### config.mk
export PLATFORM = sky130hd
export DESIGN_NAME = pll_unlock_detect
export DESIGN_NICKNAME = d
export VERILOG_FILES = /design/src/rtl/uld_pkg.sv /design/src/rtl/uld_width_meter.sv /design/src/rtl/uld_tick_gen.sv /design/src/rtl/uld_hold_timer.sv /design/src/rtl/pll_unlock_detect.sv
export SDC_FILE = /design/constraint.sdc
export NUM_CORES = 1
export LEC_CHECK = 0
export BUFFER_PORTS_ARGS = -buffer_cell sky130_fd_sc_hd__buf_2
export CELL_PAD_IN_SITES_DETAIL_PLACEMENT = 1
export CELL_PAD_IN_SITES_GLOBAL_PLACEMENT = 1
export CORE_MARGIN = 2
export CORE_UTILIZATION = 52
export CTS_BUF_LIST = sky130_fd_sc_hd__clkbuf_4
export CTS_CLUSTER_SIZE = 12
export DETAILED_ROUTE_END_ITERATION = 6
export PLACE_DENSITY = 0.83
export SETUP_SLACK_MARGIN = 0.3
export SKIP_LAST_GASP = 1
export SLEW_MARGIN = 20
export SYNTH_ARGS = -nofsm -noshare
export SYNTH_HDL_FRONTEND = slang
export SYNTH_SLANG_ARGS = --single-unit
### constraint.sdc
create_clock -name clk_i -period 3.3 [get_ports clk_i]
set_input_delay 0.66 -clock clk_i [delete_from_list [all_inputs] [get_ports clk_i]]
set_output_delay 0.66 -clock clk_i [all_outputs]
set_load 0.01 [all_outputs]
### src/rtl/uld_pkg.sv
package uld_pkg;

  typedef enum logic [1:0] {
    ULD_OFF   = 2'b00,
    ULD_PASS  = 2'b01,
    ULD_WIN_A = 2'b10,
    ULD_WIN_B = 2'b11
  } uld_mode_e;

  function automatic logic mode_is_window(input logic [1:0] sel);
    return sel[1];
  endfunction

endpackage

### src/rtl/uld_width_meter.sv
module uld_width_meter #(
  parameter int unsigned WIN_CYC = 20
) (
  input  logic clk_i,
  input  logic rst_ni,
  input  logic en_i,
  input  logic pulse_i,
  output logic over_o
);
  localparam int unsigned CW = $clog2(WIN_CYC + 1);
  localparam logic [CW-1:0] LIMIT = CW'(WIN_CYC);

  logic [CW-1:0] cnt_q, cnt_d;

  // over_o marks every high cycle that lies beyond the window
  assign over_o = en_i && pulse_i && (cnt_q == LIMIT);

  always_comb begin
    cnt_d = cnt_q;
    if (!en_i || !pulse_i) begin
      cnt_d = '0;
    end else if (cnt_q != LIMIT) begin
      cnt_d = cnt_q + 1'b1;
    end
  end

  always_ff @(posedge clk_i or negedge rst_ni) begin
    if (!rst_ni) cnt_q <= '0;
    else         cnt_q <= cnt_d;
  end

  // the high-cycle count saturates at the window limit
  a_r3_count_bounded: assert property (@(posedge clk_i) disable iff (!rst_ni)
    cnt_q <= LIMIT);

  // a violation needs the previous cycle to have been high as well
  a_r4_over_after_high: assert property (@(posedge clk_i) disable iff (!rst_ni)
    (over_o && WIN_CYC > 0) |-> $past(pulse_i));

endmodule

### src/rtl/uld_tick_gen.sv
module uld_tick_gen #(
  parameter int unsigned TICK_DIV = 3000
) (
  input  logic clk_i,
  input  logic rst_ni,
  output logic tick_o
);
  localparam int unsigned PW = (TICK_DIV > 1) ? $clog2(TICK_DIV) : 1;
  localparam logic [PW-1:0] LAST = PW'(TICK_DIV - 1);

  logic [PW-1:0] pre_q, pre_d;

  assign tick_o = (pre_q == LAST);

  always_comb begin
    if (tick_o) pre_d = '0;
    else        pre_d = pre_q + 1'b1;
  end

  always_ff @(posedge clk_i or negedge rst_ni) begin
    if (!rst_ni) pre_q <= '0;
    else         pre_q <= pre_d;
  end

  generate
    if (TICK_DIV > 1) begin : g_tick_check
      // ticks are isolated strobes, never two in a row
      a_r5_tick_isolated: assert property (@(posedge clk_i) disable iff (!rst_ni)
        tick_o |=> !tick_o);
    end
  endgenerate

endmodule

### src/rtl/uld_hold_timer.sv
module uld_hold_timer #(
  parameter int unsigned HOLD_TICKS = 1
) (
  input  logic clk_i,
  input  logic rst_ni,
  input  logic clr_i,
  input  logic load_i,
  input  logic tick_i,
  output logic active_o
);
  localparam int unsigned HW = $clog2(HOLD_TICKS + 2);
  localparam logic [HW-1:0] RELOAD = HW'(HOLD_TICKS + 1);

  logic [HW-1:0] hold_q, hold_d;

  assign active_o = (hold_q != '0);

  always_comb begin
    hold_d = hold_q;
    if (clr_i) begin
      hold_d = '0;
    end else if (load_i) begin
      hold_d = RELOAD;
    end else if (tick_i && active_o) begin
      hold_d = hold_q - 1'b1;
    end
  end

  always_ff @(posedge clk_i or negedge rst_ni) begin
    if (!rst_ni) hold_q <= '0;
    else         hold_q <= hold_d;
  end

  // the hold count never exceeds its reload value
  a_r5_no_overflow: assert property (@(posedge clk_i) disable iff (!rst_ni)
    hold_q <= RELOAD);

  // a violation restarts the hold at full length
  a_r6_retrigger: assert property (@(posedge clk_i) disable iff (!rst_ni)
    (load_i && !clr_i) |=> (hold_q == RELOAD));

  // clearing empties the hold on the next cycle
  a_r9_clear: assert property (@(posedge clk_i) disable iff (!rst_ni)
    clr_i |=> !active_o);

endmodule

### src/rtl/pll_unlock_detect.sv
module pll_unlock_detect
  import uld_pkg::*;
#(
  parameter int unsigned WIN_CYC    = 20,
  parameter int unsigned TICK_DIV   = 3000,
  parameter int unsigned HOLD_TICKS = 1
) (
  input  logic       clk_i,
  input  logic       rst_ni,
  input  logic [1:0] win_sel_i,
  input  logic       phase_err_i,
  output logic       unlock_o,
  output logic       lock_bit_o
);
  uld_mode_e mode;
  logic      win_en;
  logic      over;
  logic      tick;
  logic      hold_active;

  assign mode   = uld_mode_e'(win_sel_i);
  assign win_en = mode_is_window(win_sel_i);

  uld_width_meter #(.WIN_CYC(WIN_CYC)) u_meter (
    .clk_i   (clk_i),
    .rst_ni  (rst_ni),
    .en_i    (win_en),
    .pulse_i (phase_err_i),
    .over_o  (over)
  );

  uld_tick_gen #(.TICK_DIV(TICK_DIV)) u_tick (
    .clk_i  (clk_i),
    .rst_ni (rst_ni),
    .tick_o (tick)
  );

  uld_hold_timer #(.HOLD_TICKS(HOLD_TICKS)) u_hold (
    .clk_i    (clk_i),
    .rst_ni   (rst_ni),
    .clr_i    (!win_en),
    .load_i   (over),
    .tick_i   (tick),
    .active_o (hold_active)
  );

  always_comb begin
    unique case (mode)
      ULD_OFF:   unlock_o = 1'b0;
      ULD_PASS:  unlock_o = phase_err_i;
      default:   unlock_o = hold_active;
    endcase
  end

  assign lock_bit_o = !unlock_o;

  // a stopped detector reports lock
  a_r1_off_quiet: assert property (@(posedge clk_i) disable iff (!rst_ni)
    (win_sel_i == 2'b00) |-> (!unlock_o && lock_bit_o));

  // in window modes a fresh unlock follows a high phase-error cycle
  a_r4_rise_cause: assert property (@(posedge clk_i) disable iff (!rst_ni)
    (win_sel_i[1] && $past(win_sel_i[1]) && $rose(unlock_o)) |-> $past(phase_err_i));

  // re-entering a window mode starts with no stale hold
  a_r9_fresh_entry: assert property (@(posedge clk_i) disable iff (!rst_ni)
    (win_sel_i[1] && !$past(win_sel_i[1])) |-> !unlock_o);

endmodule

==> results.md, run 1 <==
* WHS at 0.277 ns
* Main combinational cell family by area after synthesis: simple AND/OR/NAND/NOR gates
* Status: finished, final reports clean
* Leading area contributor after synthesis: dfrtp_1
* Clk_lat worst skew at 0.30 ns
* Crit path arrival time at 1.36 ns
* Root Buffer: clkbuf_4
* Most common cell in the netlist: dfrtp_1
* Via count at 680
* Antenna violation net count after detailed routing at 0
* Initial antenna violation count at 0
* Final Core Density at 60.9%
* Finished Cell Area at 0.00105 sq mm
* Routed WL at 1.73 mm
* Drt initial violations at 4
* Post-DP Area at 0.00102 sq mm
* Vias in the first global route at 657
* GRT Total Usage at 19.2%
* Crit path max fanout at 2
* Sequential share of the synthesized area at 49.4%
* Fin. Hold Viols at 0
* Setup tns final at 0 ns
* HP Class: input port to asynchronous set/reset pin
* Synthesis-to-finish area growth at 9.23%
* Power Total at 0.000368 W
* H-tree depth at 1
* CTS sink cnt at 19
* Fin crit period at 2.02 ns
* Static Leak at 0.508 nW
* Final setup fails at 0
* Port buffer count at 6
* Largest net degree at the start of global routing at 20
* Share of cells above drive strength 1 at 14.7%
* Period utilisation layout at 61.1%
* Synth Cell Area at 962 sq um
* Startpoint types: flop
* Ys Warns at 0
* Critical path type: flop to output pin
* Worst Setup End Kind: output pin
* Synth Instances at 92
* Pwr per Cell Area at 351 mW/mm^2
* Compound-gate portion of the synthesized area at 5.07%
* WL per Instance at 13.6 um
* Global-route wire length before repair at 2.90 mm
* Post-synth cell types at 29
* Nets at 112
* Reg-to-reg slack, setup at 1.49 ns
* 1st-pass router iterations at 4
* Post-detail-place hpwl at 1.38 mm
* Starting Density at 55.7%
* Peak supply drop at 0.252 mV
* CTS tree: yes
* Top post-synthesis cells by area: dfrtp_1 49%, ha_1 5.2%, nor2_1 5.1%
* Rows at 15
* PostCTS Resize Cnt at 0
* Max-slew headroom at 71.9%
* Top-area cell type share of the netlist area at 49.4%
* Diode count at 0
* Max Slew Vio Count at 0
* Syn_nets at 101
* GPL Wtd Cong at 0.743
* Top_reg_cell synth: dfrtp_1
* Hold buffers post-CTS at 0
* Simple-gate share of the synthesized area at 25.2%
* Routed vias/inst at 5.35
* Die area at 0.00221 sq mm
* I/O pin total at 7
* Die height at 47.0 um
* Chip width at 47.0 um
* RSZ-0062 raised after global routing: no
* Mux share of post-synthesis cell area at 3.25%
* Critical path required time at 2.64 ns
* Setup repair bufs after CTS at 0
* Remaining DRCs at 0
* Flops & latches, synth at 19
* R2R Path Start: u_tick.pre_q[3]
* Final Skew at 0.00535 ns
* Syn_area_per_cell at 10.5 sq um
* Fmax at 0.496 GHz
* Post-Synth XOR/XNOR Area at 9.10%
* FF+latch area at 475 sq um
* R2r endpoint: u_hold.hold_q[1]
* CTS Buf Count at 3
* Post-synth ARST share at 100%
* Max-cap violations at 0
* Worst-Margin Slew at 0.421 ns
* Clk pin slew, worst setup/hold paths at 0.11 ns
* Number of synthesized flops with an enable pin at 0
* Core region area at 0.00173 sq mm
* Worst r2r path cells at 4
* Total global routing overflow at 0
* Synth top cells by count: 19 x dfrtp_1, 13 x nor2_1, 7 x inv_1, 7 x nand3_1
* Layout fillers at 212
* Post-Synth Adder-Cell Area at 5.20%
* Clock Path Buffers at 2
* Multi-input combinational cell area at 460 sq um
critical path: stages (launching register included):
cell     delay [ns]
dfrtp_1        0.35
inv_1          0.06
ha_1           0.25
mux2i_1        0.21
inv_1          0.06
buf_2          0.14
cells in the final DEF (no fill, tap or decap), drive strengths merged, types with 3 or more instances in the layout:
cell type | synthesis | routed
nand3 | 7 | 7
xnor2 | 5 | 5
nand2 | 5 | 5
ha | 4 | 4
nor2 | 13 | 13
buf | 0 | 6
clkbuf | 0 | 3
dfrtp | 19 | 19
a21oi | 3 | 3
inv | 7 | 7
xor2 | 5 | 5
routing by layer:
layer | share of wire (%) | up-vias | track usage [%]
met2 | 54 | 9 | 34.0
met3 | 2.0 | 4 | 3.46
li1 | - | 332 | -
met5 | 0 | - | 0
met4 | 1.6 | 0 | 6.67
met1 | 43 | 335 | 23.5
layout make-up:
type | count | area share, %
Clock buffer | 3 | 2.14
Clock inverter | 1 | 0.476
Inverter | 7 | 2.50
Multi-Input combinational cell | 66 | 43.8
Sequential cell | 19 | 45.2
Tap cell | 25 | 2.98
Timing Repair Buffer | 6 | 2.86
state kept, by name, indices dropped and copies added, names as in the netlist:
name and cells:
u_meter.cnt_q 5, u_hold.hold_q 2, u_tick.pre_q 12
where the power goes:
| part | switching [W] | total, W | internal [W] |
|---|---|---|---|
| Sequential | 0.00000136 | 0.000235 | 0.000234 |
| Combinational | 0.00000964 | 0.0000149 | 0.00000521 |
| Clock | 0.0000733 | 0.000118 | 0.0000451 |
| Total | 0.0000843 | 0.000368 | 0.000284 |
worst max-delay path by stage:
stage / from / to / slack, ns / cells after the start
after global placement: win_sel_i[1] / lock_bit_o / 1.50 / 4
after floorplan: win_sel_i[1] / lock_bit_o / 1.56 / 2
after CTS: u_hold.hold_q[0] / lock_bit_o / 1.25 / 5
after detailed placement: win_sel_i[1] / lock_bit_o / 1.42 / 4
after global routing: u_hold.hold_q[0] / lock_bit_o / 1.18 / 5
final: u_hold.hold_q[0] / lock_bit_o / 1.28 / 5
cell families (layout without fill, tap and decap cells):
logic type	Yosys count	in the layout
xor+xnor	10	10
compound gates	8	8
simple gates	41	41
mux	3	3
buf+inv	7	17
fa+ha+maj	4	4
flops	19	19
stage by stage:
| step | instances | setup WS [ns] |
|---|---|---|
| 2_1_floorplan | 92 | 1.56 |
| 3_3_place_gp | 123 | 1.50 |
| 3_5_place_dp | 123 | 1.42 |
| 4_1_cts | 127 | 1.25 |
| 5_1_grt | 127 | 1.18 |
| 6_report | 127 | 1.28 |
Note: power is estimated with default switching activity, not from simulation.
==> run 2: changes to the inputs <==
Settings changed: CORE_UTILIZATION 52 to 48, PLACE_DENSITY 0.83 to 0.77.
Clock period 3.3 ns to 1.9 ns, I/O delays scaled along.
==> run 2 against run 1 <==
Effect of this change: routed wire length increased by 43%; register-to-register slack got worse by 1.4 ns; combinational power increased by 100%; global-route usage increased by 2.1 points; sequential share of layout area decreased by 7.2 points; critical path type is now flop to flop.
==> results.md, run 2 (synthesis gave the netlist of run 1 again) <==
* Max reg flops at 12
* RSZ-0062 raised after global routing: yes
* Drt initial violations at 10
* I/O pin total at 7
* Multi-input combinational cell area at 507 sq um
* Antenna violation net count after detailed routing at 0
* CP top delay family: simple AND/OR/NAND/NOR gates
* Final Skew at 0.00157 ns
* R2r endpoint: u_tick.pre_q[1]
* CTS tree: yes
* Worst r2r path cells at 5
* Via count at 780
* DR top layer: met4
* Chip width at 48.8 um
* Worst Setup End Kind: flop
* Metal2 WL at 1.34 mm
* Worst-Margin Slew at 0.434 ns
* HP Class: input port to flop
* CTS Buf Count at 3
* Period utilisation layout at 93.4%
* Port buffer count at 6
* FF+latch area at 475 sq um
* Fmax at 0.564 GHz
* Die area at 0.00238 sq mm
* 1st-pass router iterations at 4
* Diode count at 0
* Finished Cell Area at 0.00125 sq mm
* WHS Endpoint: u_hold.hold_q[1]
* Routed vias/inst at 5.31
* Startpoint types: flop
* Largest net degree at the start of global routing at 20
* Initial antenna violation count at 0
* Power Total at 0.000652 W
* Starting Density at 50.1%
* CP max stage delay at 0.57 ns
* Die height at 48.8 um
* Most frequent cells in the layout: 19 x dfrtp_1, 14 x buf_4, 11 x nor2_1, 7 x nand3_1, 6 x buf_2
* WHS at 0.376 ns
* Reg-to-reg slack, setup at 0.13 ns
* CTS sink cnt at 19
* Status: finished, final reports clean
* Clk pin slew, worst setup/hold paths at 0.11 ns
* Setup tns final at 0 ns
* Crit-path most repeated cell: buf_6
* Rows at 16
* Fin crit period at 1.77 ns
* Pwr per Cell Area at 522 mW/mm^2
* Static Leak at 0.610 nW
* GPL Wtd Cong at 0.713
* WP buf/inv at 2
* WHS Path Cells at 2
* Max-cap violations at 0
* Final setup fails at 0
* Max-slew headroom at 71.1%
* CP max stage cell: or4b_4
* DP Worst Slack at 0.109 ns
* Crit path arrival time at 1.98 ns
* Clock Path Buffers at 2
* CP Cell Sequence: or4b_4, buf_6, nor3_4, buf_6, and2b_1
* R2R Path Start: u_tick.pre_q[3]
* Total global routing overflow at 0
* Root Buffer: clkbuf_4
* Vias in the first global route at 861
* Clk_lat worst skew at 0.31 ns
* GRT Total Usage at 21.3%
* Critical path type: flop to flop
* Nets at 130
* Max Slew Vio Count at 0
* WL per Instance at 16.9 um
* Critical path required time at 2.11 ns
* Post-detail-place hpwl at 1.39 mm
* Layout fillers at 226
* Met3 WL at 33 um
* Register with the most flip-flops: u_tick.pre_q
* Post-DP Area at 0.00103 sq mm
* Share of cells above drive strength 1 at 35.0%
* Wl on met1 at 1.02 mm
* Remaining DRCs at 0
* Synthesis-to-finish area growth at 29.8%
* Routed WL at 2.48 mm
* Core region area at 0.00192 sq mm
* Regs by FF count: u_tick.pre_q (12), u_meter.cnt_q (5), u_hold.hold_q (2)
* Hold Startpoint: win_sel_i[1]
* Crit path max fanout at 5
* Peak supply drop at 0.468 mV
* Commonest non-fill, non-tap cell in the layout: dfrtp_1
* Fin. Hold Viols at 0
* Global-route wire length before repair at 3.71 mm
* Final Worst Setup Slack at 0.126 ns
* H-tree depth at 1
run 2: cell count changes in the layout (fill, tap and decap cells not counted), sizes merged:
cell / change
dlygate4sd3: +1
buf: +17
run 2: worst max path at each step:
stage / startpoint / endpoint / slack [ns] / cells past startpoint
final: u_tick.pre_q[3] / u_tick.pre_q[1] / 0.13 / 5
after global routing: u_tick.pre_q[3] / u_tick.pre_q[11] / 0.06 / 6
after CTS: u_tick.pre_q[3] / u_hold.hold_q[1] / 0.08 / 4
after detailed placement: u_tick.pre_q[6] / u_hold.hold_q[1] / 0.11 / 4
after global placement: u_tick.pre_q[3] / u_hold.hold_q[1] / 0.18 / 4
after floorplan: u_tick.pre_q[6] / u_hold.hold_q[1] / 0.21 / 4
run 2: final cells by class:
type | instances | share of cell area (%)
Clock inverter | 1 | 0.401
Inverter | 7 | 2.10
Timing Repair Buffer | 24 | 14.3
Sequential cell | 19 | 38.1
Clock buffer | 3 | 1.80
Multi-Input combinational cell | 66 | 40.6
Tap cell | 27 | 2.71
run 2: repair_timing:
item,in CTS,in global routing
hold endpoints to repair,19,0
pin swaps,7,7
buffers inserted,8,8
endpoints found under the setup margin,8,13
resized for setup,10,6
hold buffers,1,0
cloned,0,0
run 2: routing by layer:
layer | vias up | global-route usage, %
li1 | 365 | -
met1 | 395 | 23.1
met2 | 11 | 39.5
met3 | 9 | 2.76
met4 | 0 | 12.4
met5 | - | 0
run 2: power by group:
group          switching [W]  total (W)  internal [W]  leakage (nW)
Clock               0.000135   0.000213     0.0000787        0.0177
Sequential        0.00000227   0.000408      0.000406         0.250
Combinational      0.0000190  0.0000301     0.0000111         0.342
run 2: through the flow:
stage / cells / util (%)
after floorplan: 92 / -
after global placement: 126 / 53.8
after detailed placement: 126 / 53.8
after CTS: 139 / 60.5
after global routing: 147 / 65.0
final: 147 / 65.0
==> run 3: changes to the inputs <==
Settings changed: PLACE_DENSITY 0.77 to default, PLACE_DENSITY_LB_ADDON from default to 0.08.
==> run 3 against run 2 <==
Effect of this change: the run now ends with hold timing left; combinational power shrank 8.3%; count of clock-buffer cells in the layout is the same; clock skew grew 0.0055 ns; non-clock buffer count shrank 5; register-to-register slack is essentially flat; core utilization shrank 2.5 points; via count shrank 5.8%; die area is the same; power grew 2.2%; critical path depth shrank 1; global-route usage shrank 0.19 points; critical endpoint is now u_hold.hold_q[1]; largest cell class unchanged.
==> results.md, run 3 (synthesis gave the netlist of run 1 again) <==
* GRT Total Usage at 21.1%
* Clk_lat worst skew at 0.32 ns
* H-tree depth at 1
* WHS at -0.0231 ns
* Via count at 735
* CTS sink cnt at 19
* R2r endpoint: u_hold.hold_q[1]
* Clk pin slew, worst setup/hold paths at 0.13 ns
* Max reg flops at 12
* Total global routing overflow at 0
* R2R Path Start: u_tick.pre_q[3]
* CP top delay family: simple AND/OR/NAND/NOR gates
* Power Total at 0.000666 W
* Vias in the first global route at 812
* Status: complete, but fails checks
* Core region area at 0.00192 sq mm
* I/O pin total at 7
* GPL Wtd Cong at 0.712
* Worst Setup End Kind: flop
* Peak supply drop at 0.412 mV
* Pwr per Cell Area at 555 mW/mm^2
* Global-route wire length before repair at 3.81 mm
* Antenna violation net count after detailed routing at 0
* CP max stage delay at 0.56 ns
* Fin. Hold Viols at 19
* Die height at 48.8 um
* Crit path arrival time at 2.04 ns
* HP Class: input port to asynchronous set/reset pin
* Startpoint types: flop
* Static Leak at 0.586 nW
* Hold buffers post-CTS at 0
* Synthesis-to-finish area growth at 24.7%
* Remaining DRCs at 0
* Crit path max fanout at 2
* Violated checks: hold timing
* Largest net degree at the start of global routing at 20
* Drt initial violations at 8
* Starting Density at 50.1%
* Final setup fails at 0
* Most frequent cells in the layout: 19 x dfrtp_1, 13 x nor2_1, 11 x buf_4, 7 x nand3_1, 6 x buf_2
* Commonest non-fill, non-tap cell in the layout: dfrtp_1
* Reg-to-reg slack, setup at 0.11 ns
* Die area at 0.00238 sq mm
* Register with the most flip-flops: u_tick.pre_q
* CP max stage cell: or4b_4
* Critical path type: flop to flop
* Rows at 16
* Worst-Margin Slew at 0.434 ns
* Critical path required time at 2.15 ns
* Regs by FF count: u_tick.pre_q (12), u_meter.cnt_q (5), u_hold.hold_q (2)
* Final Core Density at 62.4%
* Clock Path Buffers at 2
* Root Buffer: clkbuf_4
* Worst r2r path cells at 4
* Layout fillers at 232
* WL per Instance at 15.8 um
* CP Cell Sequence: or4b_4, nor4_4, mux2_4, a21boi_2
* Fin crit period at 1.79 ns
* 1st-pass router iterations at 3
* Max-slew headroom at 71.1%
* Max Slew Vio Count at 0
* CTS tree: yes
* Nets at 125
* Setup tns final at 0 ns
* Routed vias/inst at 5.18
* Post-detail-place hpwl at 1.34 mm
* WP buf/inv at 0
* CTS Buf Count at 3
* Routed WL at 2.24 mm
* Port buffer count at 6
* Diode count at 0
* RSZ-0062 raised after global routing: yes
* Max-cap violations at 0
* Chip width at 48.8 um
* Fmax at 0.560 GHz
* Final Skew at 0.00711 ns
* Initial antenna violation count at 0
* Period utilisation layout at 94.0%
* Share of cells above drive strength 1 at 30.4%
[run 3: layer usage]
layer | wire (um) | share of wire (%) | vias up | track usage (%)
met1 | 1090 | 49 | 368 | 28.6
met2 | 1090 | 48 | 9 | 35.2
met3 | 42 | 1.9 | 2 | 3.68
li1 | - | - | 356 | -
met4 | 19 | 0.85 | 0 | 5.71
met5 | 0 | 0 | - | 0
[run 3: cell type report]
class / instances / area [sq um] / share of cell area, %
Timing Repair Buffer: 19 / 135 / 11.3
Sequential cell: 19 / 475 / 39.6
Clock buffer: 3 / 22.5 / 1.88
Multi-Input combinational cell: 66 / 499 / 41.6
Tap cell: 27 / 33.8 / 2.82
Clock inverter: 1 / 7.51 / 0.626
Inverter: 7 / 26.3 / 2.19
[run 3: worst max-delay path by stage]
stage	end	cells after the start	start
finish	u_hold.hold_q[1]	4	u_tick.pre_q[3]
global route	u_hold.hold_q[1]	4	u_tick.pre_q[3]
CTS	u_hold.hold_q[1]	4	u_tick.pre_q[3]
detailed placement	u_hold.hold_q[1]	5	u_tick.pre_q[0]
global placement	u_hold.hold_q[1]	4	u_tick.pre_q[3]
floorplan	u_hold.hold_q[1]	4	u_tick.pre_q[6]
[run 3: report_power, final]
group / internal, W / switching (W) / leakage [nW]
registers: 0.000406 / 0.00000262 / 0.250
logic: 0.00000969 / 0.0000179 / 0.322
clock network: 0.0000805 / 0.000149 / 0.0139
[run 3: through the flow]
step	instances	setup slack, ns	instance area [sq um]	hold WS (ns)
3_5_place_dp	125	0.0993	1030	0.347
4_1_cts	138	0.113	1150	0.000423
6_report	142	0.114	1200	-0.0231
2_1_floorplan	92	0.213	962	0.0844
5_1_grt	142	0.0600	1200	-0.00980
3_3_place_gp	125	0.173	1030	0.341
[run 3: what timing repair did]
action / CTS / global route
buffers inserted: 9 / 4
pin swaps: 5 / 1
resized for setup: 7 / 4
endpoints found under the setup margin: 9 / 12
gates cloned: 0 / 0
